## config.mk

```make
export PLATFORM = sky130hd
export DESIGN_NAME = fpsr_unit
export DESIGN_NICKNAME = d
export VERILOG_FILES = /design/src/rtl/fpsr_pkg.sv /design/src/rtl/fpsr_ctrl_store.sv /design/src/rtl/fpsr_flag_acc.sv /design/src/rtl/fpsr_round_fsm.sv /design/src/rtl/fpsr_unit.sv
export SDC_FILE = /design/constraint.sdc
export NUM_CORES = 1
export LEC_CHECK = 0
export ABC_CLOCK_PERIOD_IN_PS = 1100
export CORE_ASPECT_RATIO = 1.25
export CORE_MARGIN = 8
export CORE_UTILIZATION = 50
export DETAILED_ROUTE_END_ITERATION = 7
export DONT_BUFFER_PORTS = 1
export GPL_TIMING_DRIVEN = 0
export PLACE_DENSITY = 0.68
export SLEW_MARGIN = 30
export SYNTH_ARGS = -nofsm -noshare
export SYNTH_HDL_FRONTEND = slang
export SYNTH_SLANG_ARGS = --single-unit
```

## constraint.sdc

```tcl
create_clock -name clk -period 1.1 [get_ports clk]
set_input_delay 0.22 -clock clk [delete_from_list [all_inputs] [get_ports clk]]
set_output_delay 0.22 -clock clk [all_outputs]
set_load 0.02 [all_outputs]
```

## src/rtl/fpsr_pkg.sv

```systemverilog
package fpsr_pkg;

    parameter int unsigned XLEN     = 32;
    parameter int unsigned RND_LSB  = 0;
    parameter int unsigned RND_W    = 3;
    parameter int unsigned FLAG_LSB = 3;
    parameter int unsigned NFLAG    = 5;
    parameter int unsigned TRAP_LSB = 8;
    parameter int unsigned CMP_BIT  = 29;
    parameter int unsigned NMODE    = 4;

    function automatic logic [XLEN-1:0] write_mask();
        logic [XLEN-1:0] m;
        m = '0;
        for (int i = 0; i < RND_W; i++)  m[RND_LSB + i]  = 1'b1;
        for (int i = 0; i < NFLAG; i++)  m[FLAG_LSB + i] = 1'b1;
        for (int i = 0; i < NFLAG; i++)  m[TRAP_LSB + i] = 1'b1;
        m[CMP_BIT] = 1'b1;
        return m;
    endfunction

    localparam logic [XLEN-1:0] WMASK = write_mask();

    typedef enum logic [1:0] {
        RM_NEAREST = 2'd0,
        RM_ZERO    = 2'd1,
        RM_UP      = 2'd2,
        RM_DOWN    = 2'd3
    } rm_state_e;

endpackage

```

## src/rtl/fpsr_ctrl_store.sv

```systemverilog
module fpsr_ctrl_store
    import fpsr_pkg::*;
(
    input  logic            clk,
    input  logic            rst_n,
    input  logic            wr_en,
    input  logic [XLEN-1:0] wr_data,
    input  logic            cmp_upd,
    input  logic            cmp_val,
    output logic [XLEN-1:0] ctrl_q
);

    always_ff @(posedge clk) begin
        if (!rst_n) begin
            ctrl_q <= '0;
        end else begin
            if (wr_en) begin
                ctrl_q <= wr_data & WMASK;
            end
            if (cmp_upd) begin
                ctrl_q[CMP_BIT] <= cmp_val;
            end
        end
    end

endmodule

```

## src/rtl/fpsr_flag_acc.sv

```systemverilog
module fpsr_flag_acc
    import fpsr_pkg::*;
(
    input  logic             clk,
    input  logic             rst_n,
    input  logic             reload_en,
    input  logic [NFLAG-1:0] reload_val,
    input  logic [NFLAG-1:0] pulse,
    output logic [NFLAG-1:0] flags_q
);

    for (genvar g = 0; g < NFLAG; g++) begin : g_cell
        always_ff @(posedge clk) begin
            if (!rst_n) begin
                flags_q[g] <= 1'b0;
            end else if (reload_en) begin
                flags_q[g] <= reload_val[g] | pulse[g];
            end else begin
                flags_q[g] <= flags_q[g] | pulse[g];
            end
        end
    end

endmodule

```

## src/rtl/fpsr_round_fsm.sv

```systemverilog
module fpsr_round_fsm
    import fpsr_pkg::*;
(
    input  logic             clk,
    input  logic             rst_n,
    input  logic             wr_en,
    input  logic [RND_W-1:0] new_code,
    input  logic [RND_W-1:0] old_code,
    output logic [NMODE-1:0] rm_onehot,
    output logic             rm_err
);

    rm_state_e state_q, state_d;
    logic      fld_change;
    logic      bad_code;
    logic      err_d;

    assign fld_change = wr_en && (new_code != old_code);
    assign bad_code   = |new_code[RND_W-1:2];

    always_comb begin
        state_d = state_q;
        err_d   = 1'b0;
        if (fld_change) begin
            if (bad_code) begin
                err_d = 1'b1;
            end else begin
                unique case (new_code[1:0])
                    2'd0: state_d = RM_NEAREST;
                    2'd1: state_d = RM_ZERO;
                    2'd2: state_d = RM_UP;
                    2'd3: state_d = RM_DOWN;
                endcase
            end
        end
    end

    always_ff @(posedge clk) begin
        if (!rst_n) begin
            state_q <= RM_NEAREST;
            rm_err  <= 1'b0;
        end else begin
            state_q <= state_d;
            rm_err  <= err_d;
        end
    end

    always_comb begin
        rm_onehot = '0;
        unique case (state_q)
            RM_NEAREST: rm_onehot[0] = 1'b1;
            RM_ZERO:    rm_onehot[1] = 1'b1;
            RM_UP:      rm_onehot[2] = 1'b1;
            RM_DOWN:    rm_onehot[3] = 1'b1;
        endcase
    end

endmodule

```

## src/rtl/fpsr_unit.sv

```systemverilog
module fpsr_unit
    import fpsr_pkg::*;
(
    input  logic             clk,
    input  logic             rst_n,
    input  logic             wr_en,
    input  logic [XLEN-1:0]  wr_data,
    output logic [XLEN-1:0]  rd_data,
    input  logic [NFLAG-1:0] dp_flags,
    input  logic             cmp_upd,
    input  logic             cmp_val,
    output logic             cmp_flag,
    output logic [NMODE-1:0] rnd_onehot,
    output logic             rnd_err
);

    localparam int unsigned HI_PAD = XLEN - FLAG_LSB - NFLAG;

    logic [XLEN-1:0]  ctrl_q;
    logic [NFLAG-1:0] flags_q;

    fpsr_ctrl_store u_store (
        .clk     (clk),
        .rst_n   (rst_n),
        .wr_en   (wr_en),
        .wr_data (wr_data),
        .cmp_upd (cmp_upd),
        .cmp_val (cmp_val),
        .ctrl_q  (ctrl_q)
    );

    fpsr_flag_acc u_flags (
        .clk        (clk),
        .rst_n      (rst_n),
        .reload_en  (wr_en),
        .reload_val (wr_data[TRAP_LSB +: NFLAG]),
        .pulse      (dp_flags),
        .flags_q    (flags_q)
    );

    fpsr_round_fsm u_round (
        .clk       (clk),
        .rst_n     (rst_n),
        .wr_en     (wr_en),
        .new_code  (wr_data[RND_LSB +: RND_W]),
        .old_code  (ctrl_q[RND_LSB +: RND_W]),
        .rm_onehot (rnd_onehot),
        .rm_err    (rnd_err)
    );

    assign rd_data  = ctrl_q | {{HI_PAD{1'b0}}, flags_q, {FLAG_LSB{1'b0}}};
    assign cmp_flag = ctrl_q[CMP_BIT];

endmodule

```

Word-level counts from Yosys, hierarchy flattened:

Cells that the tools add are included.

* output and inout port bits: 38
* register bits: 22

* reduce and logical (&&, ||, !) cells: 6
* muxes and demuxes: 13
* bitwise gates (word level): 12
* equal/unequal tests: 7

Operators with widths (number)
* $mux 30: 1
* $or 30x8->30: 1
* $mux 1: 11
* $or 1x1->1: 10
* $eq 2x2->1 const B: 4
* $pmux 2 s4: 1
* $eq 2x1->1 const B: 2
* $logic_not 2->1: 2
* $reduce_and 2->1: 2
* $ne 3x3->1: 1
* $reduce_bool 2->1: 1
* $logic_and 1x1->1: 1
* $not 1->1: 1

Longest topological paths before layout:

* word-level depth: 3
* mapped depth: 5
* gate-level depth less buffers: 3

Modules after synthesis:

Synthesis repeated with hierarchy kept, for this count alone.

* cell total of the unflattened synthesis: 113
* area total of the unflattened synthesis: 1156.1 µm²

Modules (own cells, without submodules)
* fpsr_ctrl_store: area each 688.2 µm², cells an instance 65, instances 1
* fpsr_round_fsm: area each 235.2 µm², cells an instance 27, instances 1
* fpsr_flag_acc: area each 193.9 µm², cells an instance 15, instances 1
* fpsr_unit: area each 38.8 µm², cells an instance 6, instances 1

Worst setup path after synthesis:

No wires, ideal clock.

* path type: in2reg
* start point: input wr_en
* end point: register u_flags.flags_q[0]
* slack: 85 ps
* required time: 985 ps
* buffers on the path: 2
* arrival: 901 ps
* stages: 4
* cell sequence: buf_6 buf_12 mux2_4 o21a_1

* longest elaborated chain between the ends: 1

Ends and longest elaborated chain
* start, declared: RTL line fpsr_unit.sv:6 `input logic wr_en,`
* $mux 1: RTL line fpsr_flag_acc.sv:16 `end else if (reload_en) begin`
* end signal, assigned by index: RTL line fpsr_flag_acc.sv:17 `flags_q[g] <= reload_val[g] | pulse[g];`
* end signal, assigned by index: RTL line fpsr_flag_acc.sv:19 `flags_q[g] <= flags_q[g] | pulse[g];`
* end, declared: RTL line fpsr_flag_acc.sv:9 `output logic [NFLAG-1:0] flags_q`

No other way between the ends.
A chain may end at the register's enable or synchronous reset.

Final worst setup path:

* start point: register u_round.state_q[1]
* end point: output rnd_onehot[2]

* longest elaborated chain between the ends: 2

Ends and longest elaborated chain
* start, declared: RTL line fpsr_round_fsm.sv:13 `rm_state_e state_q, state_d;`
* start signal, assigned: RTL line fpsr_round_fsm.sv:43 `state_q <= state_d;`
* $eq 2x2->1: RTL line fpsr_round_fsm.sv:50 `unique case (state_q)`
* $mux 1: RTL line fpsr_round_fsm.sv:50
* end, declared: RTL line fpsr_unit.sv:13 `output logic [NMODE-1:0] rnd_onehot,`

No other way between the ends.

==> metrics.txt <==
status finished, violations left; failing checks setup timing; Cells after Synth 124; register area 465 um^2; WL final roughly 2600 um; post-route cell area 1470 um^2; CTS Sinks 22; Rows 20; ratio of cells with drive above 1 in the final layout 44.6%; top cells by area, synth dfxtp_1 (36%), buf_4 (17%), mux2i_1 (11%); CP cell instances nor2b_4; routed vias 827; crit-path max cell delay 0.41 ns; CP Max Fanout 5; clock insertion delay at the later pin of the skew report 0.30 ns; I/O pins 80; first-pass GRT wire length around 4000 um; drt wl/cell 14.2 um; Die X 60.2 um; filler instances 217; critical path class flip-flop to output pin; EDFF count, synth 0; Clock Tree Buf Depth 2; CP bufs+invs 0; most frequent cell after synthesis buf_4; worst reg2reg path depth 4; R2R Setup Slk 0.15 ns; Layout area overhead 20.0%; Root Buffer clkbuf_4; r2r startpoint u_round.state_q[0]; Yosys reg bits 22; Tcrit/Tclk final 105%; dpl hpwl 1980 um; Setup Viol. Count Final 8; Worst Setup SP u_round.state_q[1]; largest net degree at the start of global routing 13; n_diodes 0; DRC 0; post-synthesis async set-or-reset flop share 0%; Crit-path slowest cell dfxtp_4; CP Capture Type output pin; peak supply drop between 0.8 and 0.9 mV; TritonCTS Buffers 3; Power Dens Cells 1210 nW/um^2; routability cong. about 0.82; total track usage 12.4%; unrepaired setup endpoints after global routing yes; layout net count 191; fmax about 860 MHz; crit path to rnd_onehot[2]; initial core utilization between 50% and 60%; Synth Cell Area 1220 um^2; ys flop type dfxtp_1; max-cap violations 0; clock-pin slew on the worst setup and hold paths between 0.1 and 0.15 ns; placed inst area 1330 um^2; Mapped Avg Cell Area around 9.9 um^2; area of the multi-input gates between 600 and 700 um^2; DP Worst Slack -0.0797 ns; distinct cell type count after synthesis 25; FF-to-FF End u_round.state_q[0]; Syn. warnings 0; grt total ovfl 0; Worst Hold Class input pin to flip-flop; final hold violation count 0; max-slew violation count 0; worst path arrival time around 0.94 ns; Die Area 4300 um^2; CTS tree built; Critical Path Source Type flip-flop; Clock Skew roughly 0.0014 ns; final worst slack -0.0571 ns; total power 1.78 mW; core area ~2400 um^2; vias in the first global route 872; sequential fraction of the synthesis area 36.0%; CP top delay family flip-flops; leakage 0.696 nW; initial antenna violation count 0; fin crit period 1.16 ns; Port Buf Inserts 0; top cells by count, synth buf_4 (28), dfxtp_1 (22), nor2b_1 (17); largest area contributor in the netlist dfxtp_1; Initial DRC Count 11; number of cells on the critical path 1; WP data required 0.88 ns; Yosys top cell area share between 30% and 40%; Routed Antenna Nets 0; Die Height 71.3 um; DR vias/cell 4.57; CTS H-tree depth 1; drt first pass iters 3
## what timing repair did
| action | 4_1_cts | 5_1_grt |
|---|---|---|
| pin swaps | 2 | 4 |
| endpoints found under the hold margin | 0 | 0 |
| hold buffers | 0 | 0 |
| buffers inserted | 2 | 1 |
| gates resized for setup | 23 | 9 |
| setup endpoints to repair | 11 | 15 |
## layout by cell type (no fill, tap or decap), drive strengths merged, types with 2 or more instances in the layout
cell and instances:
mux2i 14, or2 5, buf 34, nand4b 2, a21o 2, o21a 5, nand4 6, xnor2 2
nor2b 17, conb 18, dfxtp 22, mux2 5, clkbuf 6, nand3b 2, and2 2
## layout make-up
cell class | instances | share of cell area (%)
clock buffer | 4 | 2.47
timing repair buffer | 3 | 1.53
sequential | 22 | 31.7
buffer | 33 | 17.5
tap | 33 | 2.81
multi-input combinational | 86 | 44.0
## flip-flops by register name, indices dropped and copies added, names as in the netlist
| signal | count |
|---|---|
| u_store.ctrl_q | 14 |
| u_flags.flags_q | 5 |
| u_round.rm_err | 1 |
| u_round.state_q | 2 |
## worst min path at each step
stage	startpoint	endpoint	cells past startpoint
2_1_floorplan	dp_flags[0]	u_flags.flags_q[0]	1
3_3_place_gp	dp_flags[0]	u_flags.flags_q[0]	1
3_5_place_dp	dp_flags[2]	u_flags.flags_q[2]	1
4_1_cts	dp_flags[2]	u_flags.flags_q[2]	1
5_1_grt	dp_flags[0]	u_flags.flags_q[0]	1
6_report	dp_flags[2]	u_flags.flags_q[2]	1
## logic make-up (layout without fill, tap and decap cells)
kind of cell,after synthesis,count (layout),share of synthesized area [%]
compound gates,9,9,5.21
xor+xnor,2,2,1.43
buf+inv,33,40,20.8
flops,22,22,36.0
mux,19,19,16.7
other cells,1,18,0.306
simple gates,38,38,19.6
## report_power, final
group | total, mW | internal [mW] | switching, mW
Sequential | 0.895 | 0.850 | 0.0447
Clock | 0.442 | 0.202 | 0.240
Combinational | 0.447 | 0.217 | 0.230
Total | 1.78 | 1.27 | 0.515
## worst register-to-register path, stage by stage (launching register included)
cell and delay [ns]:
dfxtp_4 0.41, buf_4 0.12, nor2b_1 0.12, nand4_1 0.11, nand4_1 0.12
## metrics by stage
stage	std cells	setup TNS (ns)	utilization (%)	hold WS [ns]
finish	181	-0.291	61.8	0.0306
global route	181	-0.697	61.8	0.00384
CTS	180	-0.413	60.5	0.0160
detailed placement	174	-0.136	55.9	0.348
global placement	174	-0.0320	55.9	0.345
floorplan	141	0	-	0.344
## per-layer routing
metal | routed length (um) | track usage (%) | up-vias
li1 | - | - | 420
met2 | 1450 | 21.0 | 24
met5 | 0 | 0 | -
met1 | 875 | 11.8 | 379
met4 | 34 | 8.24 | 0
met3 | 214 | 4.84 | 4
No activity file was read; power rests on OpenSTA's default activity.
